==> src/rtl/sqe_mon_pkg.sv <==
package sqe_mon_pkg;

    typedef enum logic [1:0] {
        PORT_AUI  = 2'b00,
        PORT_TP   = 2'b01,
        PORT_GPSI = 2'b10,
        PORT_DAI  = 2'b11
    } port_e;

    typedef struct packed {
        port_e port;
        logic  seen;
        logic  err;
    } mon_st_t;

endpackage

==> src/rtl/sqe_bit_window.sv <==
module sqe_bit_window #(
    parameter int WIN_BITS = 20
) (
    input  logic clk,
    input  logic rst_n,
    input  logic bit_en,
    input  logic start,
    output logic active,
    output logic last_bit
);
    localparam int CW = $clog2(WIN_BITS + 1);
    localparam logic [CW-1:0] LAST = CW'(WIN_BITS - 1);

    typedef struct packed {
        logic          active;
        logic [CW-1:0] cnt;
    } win_st_t;

    win_st_t st_d, st_q;

    always_comb begin
        st_d = st_q;
        if (start) begin
            st_d.active = 1'b1;
            st_d.cnt    = '0;
        end else if (st_q.active && bit_en) begin
            if (st_q.cnt == LAST) begin
                st_d.active = 1'b0;
                st_d.cnt    = '0;
            end else begin
                st_d.cnt = st_q.cnt + CW'(1);
            end
        end
    end

    always_ff @(posedge clk or negedge rst_n) begin
        if (!rst_n) begin
            st_q <= '0;
        end else begin
            st_q <= st_d;
        end
    end

    assign active   = st_q.active;
    assign last_bit = st_q.active && bit_en && !start && (st_q.cnt == LAST);

endmodule

==> src/rtl/sqe_hb_select.sv <==
module sqe_hb_select
    import sqe_mon_pkg::*;
(
    input  port_e port,
    input  logic  coll_act,
    input  logic  coll_pin,
    input  logic  link_fail,
    input  logic  seen_prior,
    output logic  hb,
    output logic  fail
);
    always_comb begin
        hb   = 1'b0;
        fail = 1'b0;
        case (port)
            PORT_AUI: begin
                hb   = coll_act;
                fail = !(seen_prior || coll_act);
            end
            PORT_TP: begin
                fail = link_fail;
            end
            PORT_GPSI: begin
                hb   = coll_pin;
                fail = !(seen_prior || coll_pin);
            end
            default: begin
                hb   = 1'b0;
                fail = 1'b0;
            end
        endcase
    end

endmodule

==> src/rtl/sqe_monitor.sv <==
module sqe_monitor
    import sqe_mon_pkg::*;
#(
    parameter int WIN_BITS = 20
) (
    input  logic       clk,
    input  logic       rst_n,
    input  logic       bit_en,
    input  logic       tx_end,
    input  logic [1:0] port_sel,
    input  logic       coll_act,
    input  logic       coll_pin,
    input  logic       link_fail,
    output logic       sqe_err
);
    mon_st_t    st_d, st_q;
    logic       win_active;
    logic       win_last;
    logic       hb;
    logic       fail;
    logic       seen_any;
    logic [1:0] port_q;

    sqe_bit_window #(
        .WIN_BITS (WIN_BITS)
    ) u_win (
        .clk      (clk),
        .rst_n    (rst_n),
        .bit_en   (bit_en),
        .start    (tx_end),
        .active   (win_active),
        .last_bit (win_last)
    );

    sqe_hb_select u_sel (
        .port       (st_q.port),
        .coll_act   (coll_act),
        .coll_pin   (coll_pin),
        .link_fail  (link_fail),
        .seen_prior (st_q.seen),
        .hb         (hb),
        .fail       (fail)
    );

    assign seen_any = st_q.seen || hb;
    assign port_q   = st_q.port;

    always_comb begin
        st_d     = st_q;
        st_d.err = 1'b0;
        if (tx_end) begin
            st_d.port = port_e'(port_sel);
            st_d.seen = 1'b0;
        end else if (win_active && bit_en) begin
            st_d.seen = seen_any;
        end
        if (win_last) begin
            st_d.err = fail;
        end
    end

    always_ff @(posedge clk or negedge rst_n) begin
        if (!rst_n) begin
            st_q <= '0;
        end else begin
            st_q <= st_d;
        end
    end

    assign sqe_err = st_q.err;

endmodule

==> config.mk <==
export PLATFORM = sky130hd
export DESIGN_NAME = sqe_monitor
export DESIGN_NICKNAME = d
export VERILOG_FILES = /design/src/rtl/sqe_mon_pkg.sv /design/src/rtl/sqe_bit_window.sv /design/src/rtl/sqe_hb_select.sv /design/src/rtl/sqe_monitor.sv
export SDC_FILE = /design/constraint.sdc
export NUM_CORES = 1
export LEC_CHECK = 0
export ABC_AREA = 1
export BUFFER_PORTS_ARGS = -buffer_cell sky130_fd_sc_hd__buf_2
export CAP_MARGIN = 0
export CELL_PAD_IN_SITES_DETAIL_PLACEMENT = 0
export CELL_PAD_IN_SITES_GLOBAL_PLACEMENT = 2
export CORE_ASPECT_RATIO = 1.4
export CORE_UTILIZATION = 25
export DETAILED_ROUTE_END_ITERATION = 10
export HOLD_SLACK_MARGIN = 0.12
export PLACE_DENSITY = 0.8
export SYNTH_ARGS = -nofsm -noshare
export SYNTH_HDL_FRONTEND = slang
export SYNTH_SLANG_ARGS = --single-unit
==> constraint.sdc <==
create_clock -name clk -period 1.05 [get_ports clk]
set_clock_uncertainty 0.1 [all_clocks]
set_input_delay 0.0525 -clock clk [delete_from_list [all_inputs] [get_ports clk]]
set_output_delay 0.0525 -clock clk [all_outputs]
set_load 0.01 [all_outputs]
# == After elaboration in Yosys (flattened, before gate mapping) ==
# Index checks and enable logic that the tools add are counted.
# op_classes
n_mul,0
n_eq_ne,3
bitwise_logic,0
reduce_logical,13
n_div,0
n_mux,9
n_shift,0
n_addsub,1
order_cmp,0
# op_table
operator,n
6-bit two-way mux,2
"5-bit by 1-bit adder with 5-bit output, second input constant",1
"5-bit equality test, second input constant",1
5-bit two-way mux,1
1-bit two-way mux,4
2-bit nonzero test,2
1-bit logical AND,3
1-bit zero test,3
1-bit logical OR,3
1-bit case mux with 3 select lines,1
"2-bit by 1-bit equality test with 1-bit output, second input constant",1
"2-bit equality test, second input constant",1
2-bit zero test,1
1-bit case mux with 2 select lines,1
2-bit AND reduction,1
# word_totals
romBits,0
register_bits,10
elab_cells,31
mem_count,0
latch_bits,0
ramBits,0

# == Longest topological paths before layout ==
# depth
ltp_word,5
mapped_depth,7
depth_no_buf,7

# == Hierarchy ==
# From an unflattened synthesis, not the netlist that was laid out.
# unflattened
hier_cells,72
area_unflattened_um2,554.3
# by_module_without_submodules
mod,n_inst,cells_each,area_each_um2,seq_area_each_um2
sqe_bit_window,1,45,357.8,150.1
sqe_monitor,1,15,146.4,100.1
sqe_hb_select,1,12,50.0,0.0

# == Least setup slack after synthesis ==
# No wires, ideal clock.
# synth_path
kind,register to register
start,reg u_win.st_q[0] in the netlist's numbering
end,reg u_win.st_q[4] in the netlist's numbering
path_buffers,0
setup_time_ps,121
period_less_slack_ps,1178
path_stages_with_launch,7
arrival_time_ps,957
path_slack_ps,-128
cell_sequence,dfrtp_1 ha_1 nand2_1 inv_1 nand2_1 o21ai_0 nor2_1
# synth_between
elab_chain_len,4
word_cells_on_any_way,5
cone_classes,add/sub (1); eq/ne (1); mux (3)
# synth_lines
item,line,source
from (decl),sqe_bit_window.sv:19,"win_st_t st_d, st_q;"
from (signal assigned),sqe_bit_window.sv:40,st_q <= st_d;
5-bit by 1-bit adder with 5-bit output or 5-bit equality test (tied branches),"sqe_bit_window.sv:31, sqe_bit_window.sv:27",
5-bit two-way mux *,sqe_bit_window.sv:27,if (st_q.cnt == LAST) begin
6-bit two-way mux *,sqe_bit_window.sv:26,end else if (st_q.active && bit_en) begin
6-bit two-way mux *,sqe_bit_window.sv:23,if (start) begin
# Every way passes the cells marked *; elsewhere a longest branch is shown, timed or not. The select of a mux whose other input is x is not followed.
# A chain may end at the register's enable or synchronous reset.

# == Worst setup path after layout ==
# layout_path
start,reg u_win.st_q[1] in the netlist's numbering
end,reg u_win.st_q[0] in the netlist's numbering
# layout_between
elab_chain_len,4
# layout_lines
item,line
5-bit equality test,sqe_bit_window.sv:27
5-bit two-way mux,sqe_bit_window.sv:27
6-bit two-way mux,sqe_bit_window.sv:26
6-bit two-way mux,sqe_bit_window.sv:23
# Every way passes these cells. The select of a mux whose other input is x is not followed.

==> run_results.csv <==
group,metric,value,unit
status,status,"finished with violations",
status,violations,"negative hold slack, negative setup slack",
synth,synth.net_count,84,
worst_hold_path,hold_path_class,"in2reg",
clock_network,cts.htree.levels,1,
floorplanning,initial_core_util,26.9,%
critical_path,start_kind,"flip-flop",
timing,maxSlewHeadroom,86.1,%
place,dpl.hpwl,893,um
final_layout,multi_input_area,285,um^2
route,wl,1.22,mm
timing,period_share,111,%
timing,holdWs,-0.0502,ns
floorplanning,dieArea,2340,um^2
clock_network,cts.reportedPaths.clkPinSlew,0.07,ns
route,drt_iter0_markers,19,
clock_network,numCtsBuffers,3,
route,ant_nets,0,
power_and_ir_drop,ir_drop,0.671,mV
floorplanning,rows,19,
final_layout,drive_gt1_share,31.3,%
timing,tightestPinTransition,0.208,ns
route,vias,552,
timing,period_needed,1.17,ns
final_layout,filler_cell_count,216,
final_layout,area_delta_synth_final,46.3,%
route,post_drt_via_cell_ratio,4.60,
clock_network,cts_root_buf,"clkbuf_4",
critical_path,critPathKind,"reg2reg",
place,gp_congestion,0.742,
final_layout,num_antenna_cells,0,
floorplanning,coreArea,2000,um^2
synth,netlist_area,538,um^2
floorplanning,die_y,56.9,um
clock_network,cts.sinks,10,
synth,yosys-top-cells-area,"dfrtp_1, nand2_1, nand3_1",
final_layout,nNetsFinal,111,
route,drc,0,
global_route,grt_usage,13.5,%
synth,synth_seq_cells,10,
route,dr.pass1.iters,4,
place,place_area,652,um^2
global_route,grt_pass1_vias,498,
place,port_buffers,9,
job,cap_violations,0,
clock_network,clk_latency,0.26,ns
global_route,antenna_found_initial,0,
clock_network,postCtsSetupBuffers,0,
timing,max_freq,858,MHz
power_and_ir_drop,p_per_area,1050,nW/um^2
synth,post_synth_num_cell_types,14,
synth,yosys.area.top_type,"dfrtp_1",
clock_network,cts_tree,"built",
synth,ys_seq_area_share,46.5,%
critical_path,arrival,1.25,ns
synth,ys_warn_count,0,
global_route,globalRoute.totalOverflow,0,
synth,synth_top_area_share,46.5,%
power_and_ir_drop,p_leak,0.000413,uW
global_route,grt_max_degree,11,
timing,setup_viol,6,
critical_path,cp.required,1.14,ns
synth,synth_cells,74,
route,routedWlPerCell,10.2,um
global_route,grt_pass1_wl,2.14,mm
timing,layout_setup_ws,-0.115,ns
clock_network,clockBufferDepth,2,
floorplanning,ios,10,
synth,avgSynthCellArea,7.27,um^2
final_layout,postLayoutCoreUtil,39.4,%
timing,grt_setup_unrepaired,"yes",
timing,finalHoldViolCount,3,
timing,drv_slew,0,
final_layout,fin_area,787,um^2
floorplanning,die_w,41.2,um
critical_path,path_max_fanout,4,
critical_path,cp-end-kind,"flip-flop",
final_layout,register_area,250,um^2
critical_path,regToRegSetupSlack,-0.12,ns
==> worst max-delay path, cell delays in order (launching register included) <==
cell	delay (ns)
dfrtp_1	0.39
ha_2	0.20
nand2_1	0.07
inv_2	0.06
nand2_4	0.08
nand3_2	0.08
o21ai_2	0.12
==> cell families after synthesis <==
group / count (synthesis) / share of synthesized area [%]
AO/OA/AOI/OAI: 5 / 4.65
XOR/XNOR: 1 / 1.63
adder cells (fa/ha/maj): 1 / 2.33
flip-flops: 10 / 46.5
AND/OR/NAND/NOR: 47 / 37.9
buffers and inverters: 10 / 6.98
==> synthesized netlist by cell type <==
library cell	instances
inv_1	9
nand2_4	1
inv_2	1
o21ai_1	1
ha_1	1
o21ai_0	3
nand2_1	25
nand3_1	10
nand4_1	2
nor2_2	1
nor2_1	8
a21oi_1	1
xor2_1	1
dfrtp_1	10
==> worst paths after layout <==
check / startpoint / endpoint / cells after the start
max reg2reg: u_win.st_q[1]$_DFFE_PN0P_ / u_win.st_q[0]$_DFFE_PN0P_ / 6
min in group asynchronous: rst_n / u_win.st_q[4]$_DFFE_PN0P_ / 3
min reg2reg: u_win.active$_DFFE_PN0P_ / u_win.active$_DFFE_PN0P_ / 2
max: u_win.st_q[1]$_DFFE_PN0P_ / u_win.st_q[0]$_DFFE_PN0P_ / 6
max in group asynchronous: rst_n / u_win.active$_DFFE_PN0P_ / 3
min: tx_end / port_q[1]$_DFFE_PN0P_ / 2
==> layout make-up <==
type / instances / share of cell area, %
well taps: 21 / 3.34
repair buffers: 22 / 21.0
multi-input cells: 54 / 36.2
inverters: 10 / 4.77
clock buffers: 3 / 2.86
flip-flops and latches: 10 / 31.8
==> state kept, by name, indices dropped and copies added (netlist names) <==
| name | cells |
|---|---|
| sqe_err | 1 |
| port_q | 2 |
| u_win.active | 1 |
| u_win.st_q | 5 |
| st_q | 1 |
==> layer usage <==
metal	track usage, %	up-vias	share of wire [%]
li1	-	286	-
met1	17.4	253	43
met2	19.9	11	53
met3	3.56	2	3.0
met4	6.91	0	1.3
met5	0	-	0
==> through the flow <==
step	cells	power [uW]	hold WS [ns]	TNS, ns	setup WS, ns
floorplan	74	489	-0.343	-0.325	-0.0799
global placement	109	546	-0.168	-0.451	-0.107
detailed placement	109	545	-0.167	-0.516	-0.117
CTS	119	829	-0.0460	-0.518	-0.125
global route	120	872	-0.0339	-0.944	-0.185
finish	120	829	-0.0502	-0.554	-0.115
==> report_power, final <==
| part | total [uW] | switching, uW | internal (uW) |
|---|---|---|---|
| clock | 262 | 130 | 132 |
| sequential | 421 | 16.7 | 404 |
| combinational | 146 | 74.7 | 71.6 |
| total | 829 | 221 | 608 |
==> layout by cell type (no fill, tap or decap) <==
cell	n
nand2_4	2
ha_2	1
nand3_2	1
nand2_1	23
nand3_1	9
xor2_1	1
clkbuf_4	4
nand4_1	2
o21ai_2	1
dfrtp_1	10
a21oi_2	1
o21ai_0	2
buf_2	8
nor2_1	6
dlygate4sd3_1	8
inv_1	6
inv_2	4
nor2_4	1
nor2_2	2
buf_4	5
o21ai_1	1
nand2_2	1
==> what timing repair did <==
action,in CTS,in global routing
resized for setup,7,5
gates cloned,0,0
setup endpoints to repair,7,18
hold buffers,7,1
pin swaps,6,2
endpoints found under the hold margin,19,6
(Power assumes the default switching activity.)
